File: config.mk
export PLATFORM = sky130hd
export DESIGN_NAME = lineirq_status
export DESIGN_NICKNAME = d
export VERILOG_FILES = /design/src/rtl/lineirq_pkg.sv /design/src/rtl/lineirq_ctl.sv /design/src/rtl/lineirq_dp.sv /design/src/rtl/lineirq_status.sv
export SDC_FILE = /design/constraint.sdc
export NUM_CORES = 1
export LEC_CHECK = 0
export BUFFER_PORTS_ARGS = -buffer_cell sky130_fd_sc_hd__buf_2
export CAP_MARGIN = 40
export CORE_ASPECT_RATIO = 1.25
export CORE_UTILIZATION = 43
export CTS_CLUSTER_DIAMETER = 40
export DETAILED_ROUTE_END_ITERATION = 7
export PLACE_DENSITY_LB_ADDON = 0.3
export RECOVER_POWER = 100
export SLEW_MARGIN = 20
export SYNTH_ARGS = -nofsm -noshare
export SYNTH_HDL_FRONTEND = slang
export SYNTH_SLANG_ARGS = --single-unit
File: constraint.sdc
create_clock -name clk -period 3.95 [get_ports clk]
set_input_delay 0.79 -clock clk [delete_from_list [all_inputs] [get_ports clk]]
set_output_delay 0.79 -clock clk [all_outputs]
set_load 0.02 [all_outputs]
File: src/rtl/lineirq_pkg.sv
package lineirq_pkg;

  // write-one action bit positions inside a line word
  localparam int unsigned ACT_CLR_PEND = 0;
  localparam int unsigned ACT_SET_PEND = 1;
  localparam int unsigned ACT_CLR_ENA  = 2;
  localparam int unsigned ACT_SET_ENA  = 3;
  localparam int unsigned WORD_W       = 4;

  // strobes from the control to the datapath, one set per line
  typedef struct packed {
    logic clrPend;
    logic setPend;
    logic clrEna;
    logic setEna;
  } lineStb_t;

endpackage

File: src/rtl/lineirq_ctl.sv
module lineirq_ctl
  import lineirq_pkg::*;
#(
  parameter int unsigned NUM_LINES   = 4,
  parameter int unsigned ADDR_W      = 16,
  parameter logic [ADDR_W-1:0] BASE_ADDR = 'h800,
  parameter int unsigned STRIDE_LOG2 = 3,
  localparam int unsigned IDX_W = (NUM_LINES > 1) ? $clog2(NUM_LINES) : 1
) (
  input  logic              clk,
  input  logic              rstN,
  input  logic              wrEn,
  input  logic [ADDR_W-1:0] wrAddr,
  input  logic [WORD_W-1:0] wrData,
  input  logic [ADDR_W-1:0] rdAddr,
  output lineStb_t          stb [NUM_LINES],
  output logic              rdHit,
  output logic [IDX_W-1:0]  rdIdx
);

  // returns {hit, index}
  function automatic logic [IDX_W:0] decodeAddr(input logic [ADDR_W-1:0] a);
    logic [ADDR_W-1:0] off;
    logic              hit;
    off = a - BASE_ADDR;
    hit = (a >= BASE_ADDR) && (off[STRIDE_LOG2-1:0] == '0) &&
          ((off >> STRIDE_LOG2) < ADDR_W'(NUM_LINES));
    return {hit, off[STRIDE_LOG2 +: IDX_W]};
  endfunction

  logic [IDX_W:0]     wrDec;
  logic [IDX_W:0]     rdDec;
  logic [NUM_LINES-1:0] lineTouched;

  always_comb begin
    wrDec = decodeAddr(wrAddr);
    rdDec = decodeAddr(rdAddr);
  end

  assign rdHit = rdDec[IDX_W];
  assign rdIdx = rdDec[IDX_W-1:0];

  for (genvar i = 0; i < NUM_LINES; i++) begin : g_line
    logic sel;
    assign sel = wrEn && wrDec[IDX_W] && (wrDec[IDX_W-1:0] == IDX_W'(i));
    assign stb[i].clrPend = sel && wrData[ACT_CLR_PEND];
    assign stb[i].setPend = sel && wrData[ACT_SET_PEND];
    assign stb[i].clrEna  = sel && wrData[ACT_CLR_ENA];
    assign stb[i].setEna  = sel && wrData[ACT_SET_ENA];
    assign lineTouched[i] = stb[i].clrPend | stb[i].setPend | stb[i].clrEna | stb[i].setEna;
  end

  // one write reaches at most one line
  a_r10_single_line: assert property (@(posedge clk) disable iff (!rstN)
    $onehot0(lineTouched));

endmodule

File: src/rtl/lineirq_dp.sv
module lineirq_dp
  import lineirq_pkg::*;
#(
  parameter int unsigned NUM_LINES = 4
) (
  input  logic                 clk,
  input  logic                 rstN,
  input  lineStb_t             stb [NUM_LINES],
  input  logic [NUM_LINES-1:0] lineIn,
  input  logic [NUM_LINES-1:0] cfgDetEn,
  input  logic [NUM_LINES-1:0] cfgEdge,
  output logic [NUM_LINES-1:0] pend,
  output logic [NUM_LINES-1:0] ena
);

  for (genvar i = 0; i < NUM_LINES; i++) begin : g_line
    logic prevIn;
    logic hwSet;

    always_comb begin
      if (cfgEdge[i]) hwSet = cfgDetEn[i] && lineIn[i] && !prevIn;
      else            hwSet = cfgDetEn[i] && lineIn[i];
    end

    always_ff @(posedge clk or negedge rstN) begin
      if (!rstN) begin
        prevIn  <= 1'b0;
        pend[i] <= 1'b0;
        ena[i]  <= 1'b0;
      end else begin
        prevIn  <= lineIn[i];
        pend[i] <= hwSet || stb[i].setPend || (pend[i] && !stb[i].clrPend);
        ena[i]  <= stb[i].setEna || (ena[i] && !stb[i].clrEna);
      end
    end

    a_r3_edge_capture: assert property (@(posedge clk) disable iff (!rstN)
      (cfgDetEn[i] && cfgEdge[i] && lineIn[i] && !prevIn) |=> pend[i]);
    a_r4_sw_set: assert property (@(posedge clk) disable iff (!rstN)
      stb[i].setPend |=> pend[i]);
    a_r4_clear_when_quiet: assert property (@(posedge clk) disable iff (!rstN)
      (stb[i].clrPend && !stb[i].setPend && !cfgDetEn[i]) |=> !pend[i]);
    a_r5_level_hold: assert property (@(posedge clk) disable iff (!rstN)
      (cfgDetEn[i] && !cfgEdge[i] && lineIn[i]) |=> pend[i]);
    a_r6_ena_set: assert property (@(posedge clk) disable iff (!rstN)
      stb[i].setEna |=> ena[i]);
    a_r6_ena_clear: assert property (@(posedge clk) disable iff (!rstN)
      (stb[i].clrEna && !stb[i].setEna) |=> !ena[i]);
    a_r9_detect_off: assert property (@(posedge clk) disable iff (!rstN)
      (!cfgDetEn[i] && !stb[i].setPend && !pend[i]) |=> !pend[i]);
  end

endmodule

File: src/rtl/lineirq_status.sv
module lineirq_status
  import lineirq_pkg::*;
#(
  parameter int unsigned NUM_LINES   = 4,
  parameter int unsigned ADDR_W      = 16,
  parameter logic [ADDR_W-1:0] BASE_ADDR = 'h800,
  parameter int unsigned STRIDE_LOG2 = 3
) (
  input  logic                 clk,
  input  logic                 rstN,
  input  logic                 wrEn,
  input  logic [ADDR_W-1:0]    wrAddr,
  input  logic [3:0]           wrData,
  input  logic [ADDR_W-1:0]    rdAddr,
  output logic [3:0]           rdData,
  input  logic [NUM_LINES-1:0] lineIn,
  input  logic [NUM_LINES-1:0] cfgDetEn,
  input  logic [NUM_LINES-1:0] cfgEdge,
  output logic [NUM_LINES-1:0] irqReq
);

  localparam int unsigned IDX_W = (NUM_LINES > 1) ? $clog2(NUM_LINES) : 1;

  lineStb_t             stb [NUM_LINES];
  logic                 rdHit;
  logic [IDX_W-1:0]     rdIdx;
  logic [NUM_LINES-1:0] pend;
  logic [NUM_LINES-1:0] ena;

  lineirq_ctl #(
    .NUM_LINES(NUM_LINES), .ADDR_W(ADDR_W),
    .BASE_ADDR(BASE_ADDR), .STRIDE_LOG2(STRIDE_LOG2)
  ) u_ctl (
    .clk(clk), .rstN(rstN), .wrEn(wrEn), .wrAddr(wrAddr), .wrData(wrData),
    .rdAddr(rdAddr), .stb(stb), .rdHit(rdHit), .rdIdx(rdIdx)
  );

  lineirq_dp #(.NUM_LINES(NUM_LINES)) u_dp (
    .clk(clk), .rstN(rstN), .stb(stb), .lineIn(lineIn),
    .cfgDetEn(cfgDetEn), .cfgEdge(cfgEdge), .pend(pend), .ena(ena)
  );

  always_comb begin
    rdData = '0;
    if (rdHit) begin
      rdData[0] = pend[rdIdx];
      rdData[1] = ena[rdIdx];
    end
  end

  assign irqReq = pend & ena & cfgDetEn;

  // a request never leaves a line whose detection is off
  a_r8_req_gated: assert property (@(posedge clk) disable iff (!rstN)
    (irqReq & ~cfgDetEn) == '0);
  // nothing is requested in the first cycle after reset
  a_r1_quiet_after_reset: assert property (@(posedge clk) disable iff (!rstN)
    $rose(rstN) |-> (irqReq == '0));

endmodule

Word-level counts from Yosys, hierarchy flattened. Index checks and enable logic that the tools add are counted.

$add $sub $neg: 2. $mul: 0. Div/mod/pow operators: 0. Order comparisons: 5. Eq/ne operators: 3. Shift operators: 0. Mux-type cells: 9. Bitwise operators: 2. Reduce and logical (&&, ||, !) cells: 68.

Operators with widths (count): $logic_and A1 B1 Y1 (41); $ge A16 B12 Y1 const B (2); $sub A16 B12 Y16 const B (2); $lt A13 B3 Y1 const B (2); $logic_not A1 Y1 (12); $logic_or A1 B1 Y1 (12); $and A4 B4 Y4 (2); $logic_not A3 Y1 (2); $mux W1 (6); $bmux W1 S2 (2); $eq A2 B2 Y1 const B (2); $lt A2 B3 Y1 const B (1); $eq A2 B1 Y1 const B (1); $logic_not A2 Y1 (1); $mux W2 (1).

Register bits: 12. Latch bits: 0. Memory bits (writable): 0. Bits in read-only memories: 0. Bits of input ports: 51. Output and inout port bits: 8. Word-level logic and storage cells: 101. Memories: 0.

Depth between registers and ports, before layout.
Depth after elaboration: 10. Gate-level depth with buffers: 6.

Modules after synthesis. Synthesis repeated with hierarchy kept, for this count alone.

Cell total of the unflattened synthesis: 101. Area, all modules: 927.1 um2.

Modules (own cells, without submodules): lineirq_dp (times used 1, cells each 32, area an instance 425.4 um2); lineirq_ctl (times used 1, cells each 58, area an instance 392.9 um2); lineirq_status (times used 1, cells each 11, area an instance 108.9 um2).

Worst setup path after synthesis. Ideal clock, no wire load.

Path type: input -> output. From: input port rdAddr[10]. To: output port rdData[0]. Arrival time: 2.107 ns. Required time: 3.160 ns. Setup slack: 1.053 ns. Cell stages on the path: 3. Path buffers: 0. Cell sequence: or4_1 > or4_1 > nor2b_1.

Longest elaborated chain between the ends: 4.

Ends and longest elaborated chain: from (decl) (line lineirq_status.sv:14) `input logic [ADDR_W-1:0] rdAddr,`; $sub A16 B12 Y16 / $ge A16 B12 Y1 (equally long branches) (line lineirq_ctl.sv:25, lineirq_ctl.sv:26); $lt A13 B3 Y1 / $logic_and A1 B1 Y1 (equally long branches) (line lineirq_ctl.sv:27, lineirq_ctl.sv:26); $logic_and A1 B1 Y1 (*) (line lineirq_ctl.sv:26) `hit = (a >= BASE_ADDR) && (off[STRIDE_LOG2-1:0] == '0) &&`; $mux W2 (*) (line lineirq_status.sv:45) `if (rdHit) begin`; to (decl) (line lineirq_status.sv:15) `output logic [3:0] rdData,`.

Mark *: on every way between the ends. The rest lies on a longest branch, timed or not.

Worst setup path after layout. Same ends and word-level chain as after synthesis.

==> impl_metrics.tcl <==
set metrics [dict create \
    cts_hold_buffers 0 \
    antenna_cells 0 \
    timing.setup.tns_ns 0 \
    synth-edff-count 0 \
    die_w_um 41.4 \
    cts_resized 0 \
    wl_um 2100 \
    final_common_cell "buf_2" \
    power_density_mw_per_mm2 246 \
    start_util_pct 46.8 \
    tritoncts "done" \
    maxSlewViolCount 0 \
    finClkSkew_ns 0.000421 \
    cts_buffers 3 \
    path_class "in2out" \
    drt-pass1-iter-count 4 \
    max_stage_delay_ns 0.50 \
    worst_path_dominant_cell_family "simple AND/OR/NAND/NOR gates" \
    placementRows 17 \
    worst-path-max-fanout 2 \
    rsz0062_at_grt "false" \
    p_leak_nw 0.540 \
    cts.sinks 12 \
    clkLatencyLatePin_ns 0.28 \
    syn-instance-count 84 \
    max_freq_mhz 332 \
    reg2regPathDepth 2 \
    synth_top_area_share_pct 35.9 \
    gr-usage-all-layers_pct 21.9 \
    holdCritPathClass "in2async" \
    status "finished clean" \
    cp_common_cell "or4_1" \
    grt_pass1_wl_um 3490 \
    synthFlopType "dfrtp_1" \
    grt_max_degree 13 \
    portBuffers 56 \
    r2r_start "u_dp.pend[0]$_DFF_PN0_" \
    antenna_found_initial 0 \
    hold_viol_final 0 \
    root_buffer "clkbuf_4" \
    syn_area_per_cell_um2 9.95 \
    fin_crit_ns 3.02 \
    ff2ff_setup_slack_ns 3.09 \
    nFillCells 164 \
    synth_cell_type_count 31 \
    clk_pin_slew_ns 0.08 \
    period_share_pct 76.3 \
    synth_top_area_cell "dfrtp_1" \
    async_flop_share_pct 100 \
    crit_slowest_cell "or4_1" \
    yosysWarnings 0 \
    syn_to_final_growth_pct 35.5 \
    crit_path_end_kind "output pin" \
    wl_per_cell_um 12.9 \
    final_cell_mix "47 x buf_2, 12 x dfrtp_1, 11 x nand2_1" \
    regToRegEndpoint "u_dp.pend[0]$_DFF_PN0_" \
    crit_path_cell_trace "buf_2 > or4_1 > or4_1 > nor2b_1 > clkbuf_1" \
    yosysSeqAreaShare_pct 35.9 \
    start_kind "input port" \
    route.detailed.drc 0 \
    ios 59 \
    h-tree-depth 1 \
    ys_ff_latch 12 \
    routabilityCongestion 0.869 \
    required_ns 3.16 \
    via_per_inst 5.41 \
    coreArea_mm2 0.00179 \
    clockBufferDepth 2 \
    overflow 0 \
    slew_headroom_pct 53.8 \
    final_net_count 197 \
    power.total_w 0.000278 \
    cts_setup_buffers 0 \
    grt_pass1_vias 824 \
    drtAntennaViolNets 0 \
    place_hpwl_um 1730 \
    crit_buf_inv 2 \
    synth_area_leaders "dfrtp_1 36%, mux4_2 5.4%, nand2_1 4.9%, a32oi_1 4.2%, o31a_1 4.2%" \
    final-setup-viol-count 0 \
    vias 876 \
    maxCapViolCount 0 \
    drive_gt1_share_pct 40.6 \
    die_h_um 51.3 \
    synthesis.area_um2 836 \
    crit_arrival_ns 2.23 \
    drtIter0Drc 29 \
    tightest_slew_ns 0.691 \
    irDropWorstVdd_v 0.000214 \
    die-area_mm2 0.00213 \
]
-- registers in the layout (all words and copies together), names as in the netlist --
signal / flops
u_dp.g_line.prevIn: 4
u_dp.pend: 4
u_dp.ena: 4
-- how the worst max path moves through the flow --
stage,depth (start not counted),end,start,slack (ns)
floorplan,3,rdData[0],rdAddr[10],1.05
global placement,5,rdData[1],rdAddr[10],1.0
detailed placement,5,rdData[1],rdAddr[10],1.0
CTS,5,rdData[1],rdAddr[10],1.0
global route,5,rdData[1],rdAddr[10],0.84
finish,5,rdData[0],rdAddr[10],0.93
-- power breakdown --
part | switching, W | internal [W]
Clock | 0.0000435 | 0.0000562
Sequential | 0.000000544 | 0.000125
Combinational | 0.0000272 | 0.0000262
-- cell type report --
| type | count | area [um2] | share of cell area, % |
|---|---|---|---|
| Multi-Input combinational cell | 66 | 484 | 42.8 |
| Sequential cell | 12 | 300 | 26.5 |
| Timing Repair Buffer | 56 | 269 | 23.8 |
| Clock buffer | 4 | 36.3 | 3.20 |
| Tap cell | 19 | 23.8 | 2.10 |
| Inverter | 5 | 18.8 | 1.66 |
-- routing by layer --
metal	vias up	track usage [%]	wire length [um]
li1	441	-	-
met1	393	24.6	838
met2	37	37.5	1030
met3	5	7.07	182
met4	0	9.68	40
met5	-	0	0
-- synthesized netlist by cell type, drive strengths merged (3+ instances only) --
library cell  count
dfrtp            12
nand2            11
inv               5
a32oi             4
and3              4
nor2b             4
o211ai            4
o31a              4
a31o              3
nand4             3
nor2              3
-- per-stage QoR --
stage / cell area [um2] / worst slack (ns) / util (%) / hold slack (ns) / std cells
global placement: 1130 / 0.998 / 63.2 / 0.541 / 158
global route: 1130 / 0.843 / 63.4 / 0.551 / 162
detailed placement: 1130 / 0.999 / 63.2 / 0.549 / 158
CTS: 1160 / 0.999 / 65.2 / 0.383 / 162
floorplan: 840 / 1.05 / - / 0.494 / 85
finish: 1130 / 0.935 / 63.4 / 0.507 / 162
-- logic make-up after synthesis --
kind of cell	Yosys count	share of synthesized area, %
xor gates and xnor gates	2	2.10
adders and majority gates	2	2.99
AOI/OAI and AO/OA	20	19.2
DFF	12	35.9
and+or+nand+nor	38	29.9
buffers and inverters	7	4.04
other	1	0.449
muxes	2	5.39
(Power assumes the default switching activity.)
